## config.mk

```make
export PLATFORM = sky130hd
export DESIGN_NAME = reorder_buffer
export DESIGN_NICKNAME = d
export VERILOG_FILES = /design/src/rtl/rob_pkg.sv /design/src/rtl/rob_ctrl.sv /design/src/rtl/rob_data.sv /design/src/rtl/reorder_buffer.sv
export SDC_FILE = /design/constraint.sdc
export NUM_CORES = 1
export LEC_CHECK = 0
export ABC_AREA = 1
export BUFFER_PORTS_ARGS = -buffer_cell sky130_fd_sc_hd__buf_2
export CAP_MARGIN = 0
export CORE_MARGIN = 5
export CORE_UTILIZATION = 64
export CTS_BUF_LIST = sky130_fd_sc_hd__clkbuf_16
export DETAILED_ROUTE_END_ITERATION = 10
export HOLD_SLACK_MARGIN = 0.05
export PLACE_DENSITY = 0.93
export SLEW_MARGIN = 20
export SYNTH_ARGS = -nofsm -noshare
export SYNTH_HDL_FRONTEND = slang
export SYNTH_SLANG_ARGS = --single-unit
```

## constraint.sdc

```tcl
create_clock -name clk -period 7.4 [get_ports clk]
set_input_delay 1.11 -clock clk [delete_from_list [all_inputs] [get_ports clk]]
set_output_delay 1.11 -clock clk [all_outputs]
set_load 0.02 [all_outputs]
```

## src/rtl/rob_pkg.sv

```systemverilog
package rob_pkg;
  typedef enum logic [1:0] {
    OP_REG    = 2'd0,
    OP_STORE  = 2'd1,
    OP_BRANCH = 2'd2
  } opKind_e;

  typedef struct packed {
    logic alloc;   // write a new entry at the tail
    logic resWr;   // write a result by tag
  } robStrobe_t;
endpackage

```

## src/rtl/rob_ctrl.sv

```systemverilog
module rob_ctrl
  import rob_pkg::*;
#(
  parameter int DEPTH = 8,
  parameter int IDX_W = $clog2(DEPTH)
) (
  input  logic             clk,
  input  logic             rstN,
  input  logic             issueValid,
  input  logic             resValid,
  input  logic [IDX_W-1:0] resTag,
  input  opKind_e          headKind,
  input  logic             headMispred,
  output robStrobe_t       strobe,
  output logic [IDX_W-1:0] headIdx,
  output logic [IDX_W-1:0] tailIdx,
  output logic             issueReady,
  output logic             robFull,
  output logic             robEmpty,
  output logic             commitValid,
  output logic             flushValid
);
  localparam int CNT_W = $clog2(DEPTH + 1);
  localparam logic [IDX_W-1:0] LAST_IDX = IDX_W'(DEPTH - 1);

  logic [IDX_W-1:0] headQ, tailQ;
  logic [CNT_W-1:0] countQ;
  logic [DEPTH-1:0] busyQ, doneQ;
  logic             doIssue, tagOk;

  function automatic logic [IDX_W-1:0] stepIdx(input logic [IDX_W-1:0] p);
    return (p == LAST_IDX) ? '0 : p + 1'b1;
  endfunction

  always_comb begin
    tagOk         = (int'(resTag) < DEPTH);
    commitValid   = busyQ[headQ] && doneQ[headQ];
    flushValid    = commitValid && (headKind == OP_BRANCH) && headMispred;
    robFull       = (countQ == CNT_W'(DEPTH));
    robEmpty      = (countQ == '0);
    issueReady    = !robFull && !flushValid;
    doIssue       = issueValid && issueReady;
    strobe.alloc  = doIssue;
    strobe.resWr  = resValid && tagOk && busyQ[resTag] && !flushValid;
    headIdx       = headQ;
    tailIdx       = tailQ;
  end

  always_ff @(posedge clk) begin
    if (!rstN || flushValid) begin
      headQ  <= '0;
      tailQ  <= '0;
      countQ <= '0;
      busyQ  <= '0;
      doneQ  <= '0;
    end else begin
      if (strobe.resWr) doneQ[resTag] <= 1'b1;
      if (commitValid) begin
        busyQ[headQ] <= 1'b0;
        doneQ[headQ] <= 1'b0;
        headQ        <= stepIdx(headQ);
      end
      if (doIssue) begin
        busyQ[tailQ] <= 1'b1;
        doneQ[tailQ] <= 1'b0;
        tailQ        <= stepIdx(tailQ);
      end
      countQ <= countQ + CNT_W'(doIssue) - CNT_W'(commitValid);
    end
  end

  AST_NO_OVERFLOW: assert property (@(posedge clk) disable iff (!rstN)
    countQ <= CNT_W'(DEPTH));
  AST_COUNT_MATCHES_BUSY: assert property (@(posedge clk) disable iff (!rstN)
    $countones(busyQ) == int'(countQ));
  AST_ISSUE_TO_FREE_SLOT: assert property (@(posedge clk) disable iff (!rstN)
    doIssue |-> !busyQ[tailQ]);
  AST_HEAD_ADVANCES: assert property (@(posedge clk) disable iff (!rstN)
    (commitValid && !flushValid && DEPTH > 1) |=> (headQ != $past(headQ)));
  AST_RESULT_MARKS_DONE: assert property (@(posedge clk) disable iff (!rstN)
    (strobe.resWr && !(commitValid && resTag == headQ)) |=> doneQ[$past(resTag)]);
  AST_FLUSH_EMPTIES: assert property (@(posedge clk) disable iff (!rstN)
    flushValid |=> (robEmpty && !commitValid));
endmodule

```

## src/rtl/rob_data.sv

```systemverilog
module rob_data
  import rob_pkg::*;
#(
  parameter int DEPTH  = 8,
  parameter int IDX_W  = $clog2(DEPTH),
  parameter int DATA_W = 32,
  parameter int DEST_W = 32
) (
  input  logic              clk,
  input  logic              rstN,
  input  robStrobe_t        strobe,
  input  logic [IDX_W-1:0]  tailIdx,
  input  logic [IDX_W-1:0]  headIdx,
  input  opKind_e           issueKind,
  input  logic [DEST_W-1:0] issueDest,
  input  logic [IDX_W-1:0]  resTag,
  input  logic [DATA_W-1:0] resValue,
  input  logic              resMispred,
  output opKind_e           headKind,
  output logic [DEST_W-1:0] headDest,
  output logic [DATA_W-1:0] headValue,
  output logic              headMispred
);
  opKind_e           kindQ [DEPTH];
  logic [DEST_W-1:0] destQ [DEPTH];
  logic [DATA_W-1:0] valQ  [DEPTH];
  logic [DEPTH-1:0]  mispQ;

  for (genvar g = 0; g < DEPTH; g++) begin : gSlot
    always_ff @(posedge clk) begin
      if (!rstN) begin
        kindQ[g]  <= OP_REG;
        destQ[g]  <= '0;
        valQ[g]   <= '0;
        mispQ[g]  <= 1'b0;
      end else begin
        if (strobe.alloc && int'(tailIdx) == g) begin
          kindQ[g] <= issueKind;
          destQ[g] <= issueDest;
          mispQ[g] <= 1'b0;
        end
        if (strobe.resWr && int'(resTag) == g) begin
          valQ[g]  <= resValue;
          mispQ[g] <= resMispred;
        end
      end
    end
  end

  always_comb begin
    headKind    = kindQ[headIdx];
    headDest    = destQ[headIdx];
    headValue   = valQ[headIdx];
    headMispred = mispQ[headIdx];
  end
endmodule

```

## src/rtl/reorder_buffer.sv

```systemverilog
module reorder_buffer
  import rob_pkg::*;
#(
  parameter int DEPTH  = 8,
  parameter int DATA_W = 32,
  parameter int DEST_W = 32,
  parameter int IDX_W  = $clog2(DEPTH)
) (
  input  logic              clk,
  input  logic              rstN,
  input  logic              issueValid,
  input  logic [1:0]        issueKind,
  input  logic [DEST_W-1:0] issueDest,
  output logic              issueReady,
  output logic [IDX_W-1:0]  issueTag,
  output logic              robFull,
  output logic              robEmpty,
  input  logic              resValid,
  input  logic [IDX_W-1:0]  resTag,
  input  logic [DATA_W-1:0] resValue,
  input  logic              resMispred,
  output logic              commitValid,
  output logic [1:0]        commitKind,
  output logic [DEST_W-1:0] commitDest,
  output logic [DATA_W-1:0] commitValue,
  output logic              regWe,
  output logic [DEST_W-1:0] regAddr,
  output logic [DATA_W-1:0] regData,
  output logic              memWe,
  output logic [DEST_W-1:0] memAddr,
  output logic [DATA_W-1:0] memData,
  output logic              redirectValid,
  output logic [DATA_W-1:0] redirectPc
);
  robStrobe_t        strobe;
  logic [IDX_W-1:0]  headIdx, tailIdx;
  opKind_e           headKind;
  logic [DEST_W-1:0] headDest;
  logic [DATA_W-1:0] headValue;
  logic              headMispred, flushValid;

  rob_ctrl #(.DEPTH(DEPTH), .IDX_W(IDX_W)) u_ctrl (
    .clk(clk), .rstN(rstN), .issueValid(issueValid),
    .resValid(resValid), .resTag(resTag),
    .headKind(headKind), .headMispred(headMispred),
    .strobe(strobe), .headIdx(headIdx), .tailIdx(tailIdx),
    .issueReady(issueReady), .robFull(robFull), .robEmpty(robEmpty),
    .commitValid(commitValid), .flushValid(flushValid)
  );

  rob_data #(.DEPTH(DEPTH), .IDX_W(IDX_W), .DATA_W(DATA_W), .DEST_W(DEST_W)) u_data (
    .clk(clk), .rstN(rstN), .strobe(strobe),
    .tailIdx(tailIdx), .headIdx(headIdx),
    .issueKind(opKind_e'(issueKind)), .issueDest(issueDest),
    .resTag(resTag), .resValue(resValue), .resMispred(resMispred),
    .headKind(headKind), .headDest(headDest),
    .headValue(headValue), .headMispred(headMispred)
  );

  always_comb begin
    issueTag      = tailIdx;
    commitKind    = headKind;
    commitDest    = headDest;
    commitValue   = headValue;
    regWe         = commitValid && (headKind == OP_REG);
    regAddr       = headDest;
    regData       = headValue;
    memWe         = commitValid && (headKind == OP_STORE);
    memAddr       = headDest;
    memData       = headValue;
    redirectValid = flushValid;
    redirectPc    = headValue;
  end

  AST_SINGLE_WRITE: assert property (@(posedge clk) disable iff (!rstN)
    !(regWe && memWe));
  AST_STROBE_NEEDS_COMMIT: assert property (@(posedge clk) disable iff (!rstN)
    (regWe || memWe || redirectValid) |-> commitValid);
endmodule

```

==> reports/qor.yml <==
status: "complete, no violations"
die_x_um: 215.5
fin_crit_ns: 5.280
antenna_cells: 0
arrival_ns: 4.17
yosys_warnings: 0
cp_slowest_cell: "buf_4"
syn_area_um2: 27020
cts_tree: "built"
power.density_nw_per_um2: 251.0
io_pins: 310
final_cells: 3385
grt_max_degree: 243
netlist_instances: 2754
drt_wl_total_um: 73200
post_cts_buffers: 0
synth.area.mux_share: 0
worst_pin_slew_ns: 1.196
synth_common_cells: "nor2_1 (973), edfxtp_1 (528), o21ai_0 (277)"
synth_fp_nets: 2843
dp.cells: 3290
finalClockSkew_ns: 0.01830
vias_per_cell: 6.233
synth-async-reset-ratio: 0
whs_endpoint: "u_data.mispQ[1]"
die-area_um2: 46430
yosys.area_share.simple: 0.1924
holdCritPathClass: "flip-flop to flip-flop"
m1WireLength_um: 23380
cp_max_fo: 155
drive_gt1_frac: 0.1743
leakagePower_nw: 12.08
rsz0062_at_grt: "false"
required_ns: 6.29
ys_dominant_reg_cell: "edfxtp_1"
wl_per_cell_um: 21.62
antenna_found_initial: 0
grt_pass1_vias: 20910
multi_input_area_um2: 7815
drt_iter0_drc: 3497
period_share: 0.7135
path_cells: "inv_6 > buf_4 > o21ai_0 > o22ai_1 > nor2_1 > a31oi_1 > buf_2"
dr.pass1.iters: 6
switchingPower_mw: 1.893
gp_congestion: 0.9650
slowest_delay_ns: 0.89
internal-power_mw: 5.382
top_layer: "met4"
synth.top_cell.area_share: 0.5867
cts_resized: 0
start_kind: "flip-flop"
nFillCells: 2689
dp_hpwl_um: 40360
fin_area_um2: 28990
ctsHoldBuffers: 0
synth_compound_area_frac: 0.08645
place_area_um2: 27320
r2r_slack_ns: 3.11
die_h_um: 215.5
yosysTopAreaCell: "edfxtp_1"
fin_hold_ws_ns: 0.4943
finalSetupViolations: 0
ys_ff_latch: 565
grt_pass1_wl_um: 112700
gr-total-overflow: 0
seq_area_um2: 16600
max-cap-violations: 0
place_ws_ns: 2.907
p_sw_frac: 0.2602
root_buffer: "clkbuf_16"
reg2regPathDepth: 13
yosysSeqAreaShare: 0.6142
synth_top_family_by_area: "simple AND/OR/NAND/NOR gates"
combPwrFrac: 0.119
max_clock_freq_mhz: 189.4
syn_avg_cell_area_um2: 9.812
synth_area_leaders: "edfxtp_1 (59%), nor2_1 (14%), o21ai_0 (5.1%)"
criticalPathCategory: "flip-flop to output pin"
max_slew_margin: 0.2027
syn2layout_area_growth_pct: 7.265
grt_use_total: 0.3045
synth-xor-area-share: 0.0003241
max-vdd-ir-drop_v: 0.0002450
finalHoldViolations: 0
htreeDepth: 2
cts.sinks: 565
remaining_drc_errors: 0
yosysMostFrequentCell: "nor2_1"
whs_path_depth: 2
vias: 21100
fp.coreArea_um2: 41850
r2r-end: "u_data.kindQ[7][0]"
fin_ws_ns: 2.120
portBuffers: 309
cts_buffer_depth: 3
power_frac_seq: 0.516
clk_pin_slew_ns: 0.06
synth-edff-count: 528
wl_met2_um: 35590
met3_wirelength_um: 10290
drtAntennaViolNets: 0
min_from: "u_data.mispQ[1]"
cp-end-kind: "output pin"
pwr-share-clk: 0.366
synth-adder-area-share: 0.007223
ys_types: 40
cts_made_buffers: 54
slew_viol_final: 0
clock_latency_ns: 0.60
rows: 75
setup_tns_ns: 0
start_util: 0.6457
fin_nets: 2896
==> power by group through the flow <==
stage	clock [mW]	combinational, mW	sequential [mW]
6_report	2.66	0.864	3.75
5_1_grt	2.79	0.931	3.76
4_1_cts	2.65	0.855	3.75
3_5_place_dp	0	0.846	3.81
3_3_place_gp	0	0.816	3.80
2_1_floorplan	0	0.647	3.80
==> flip-flops by register name, indices dropped and copies added, names as in the netlist, named ones only <==
register        cells
u_data.mispQ        8
u_ctrl.countQ       4
u_ctrl.headIdx      3
u_ctrl.busyQ        8
u_ctrl.doneQ        8
u_data.kindQ       16
u_data.destQ      256
u_ctrl.tailIdx      3
u_data.valQ       256
==> worst max-delay path, delay by kind of cell, from the launching register on <==
| kind | cells | cell delay [ns] |
|---|---|---|
| flip-flops | 1 | 0.44 |
| AND/OR/NAND/NOR | 1 | 0.08 |
| AO/OA/AOI/OAI | 3 | 0.97 |
| buffers and inverters | 3 | 1.95 |
==> stage by stage <==
step                  util  total power [mW]
floorplan                -             4.446
global placement    0.6527             4.614
detailed placement  0.6527             4.659
CTS                 0.6925             7.253
global route        0.6926             7.482
finish              0.6926             7.275
==> how the worst max path moves through the flow <==
stage / end / cells after the start / slack [ns] / from
6_report: regData[31] / 7 / 2.12 / flip-flop
3_3_place_gp: memData[31] / 7 / 3.00 / flip-flop
4_1_cts: commitValue[31] / 7 / 2.23 / flip-flop
3_5_place_dp: commitValue[31] / 7 / 2.91 / flip-flop
5_1_grt: regData[31] / 7 / 1.95 / flip-flop
2_1_floorplan: u_data.destQ[3][0] / 13 / 2.93 / flip-flop
==> routing by layer <==
layer  track usage  vias up
met4        0.1500        0
met3       0.07119      349
met1        0.3751     9688
met2        0.5102     1884
li1              -     9178
met5             0        -
==> cells in the final DEF, fill, tap and decap left out, drive strengths merged, types with 2 or more instances in the layout <==
master	n
nor2	1017
edfxtp	528
buf	328
o21ai	286
nand2	167
inv	147
o22ai	64
a31oi	64
clkbuf	55
nand3	49
nor3	37
dfxtp	37
clkinv	23
a21oi	16
ha	14
bufinv	4
clkinvlp	2
or2	2
==> area by class of cell <==
cell class | count | share of cell area
clock inverter | 40 | 0.009928
sequential | 565 | 0.5728
timing repair buffer | 328 | 0.05884
clock buffer | 55 | 0.04748
inverter | 136 | 0.01804
multi-input combinational | 1722 | 0.2696
tap | 539 | 0.02327
==> cells by family (layout without fill, tap and decap cells) <==
family | after synthesis | after routing
and+or+nand+nor | 1274 | 1274
DFF | 565 | 565
buffers and inverters | 467 | 559
AOI/OAI and AO/OA | 432 | 432
adders and majority gates | 15 | 15
xor gates and xnor gates | 1 | 1
Power figures use the tool's default switching activity.
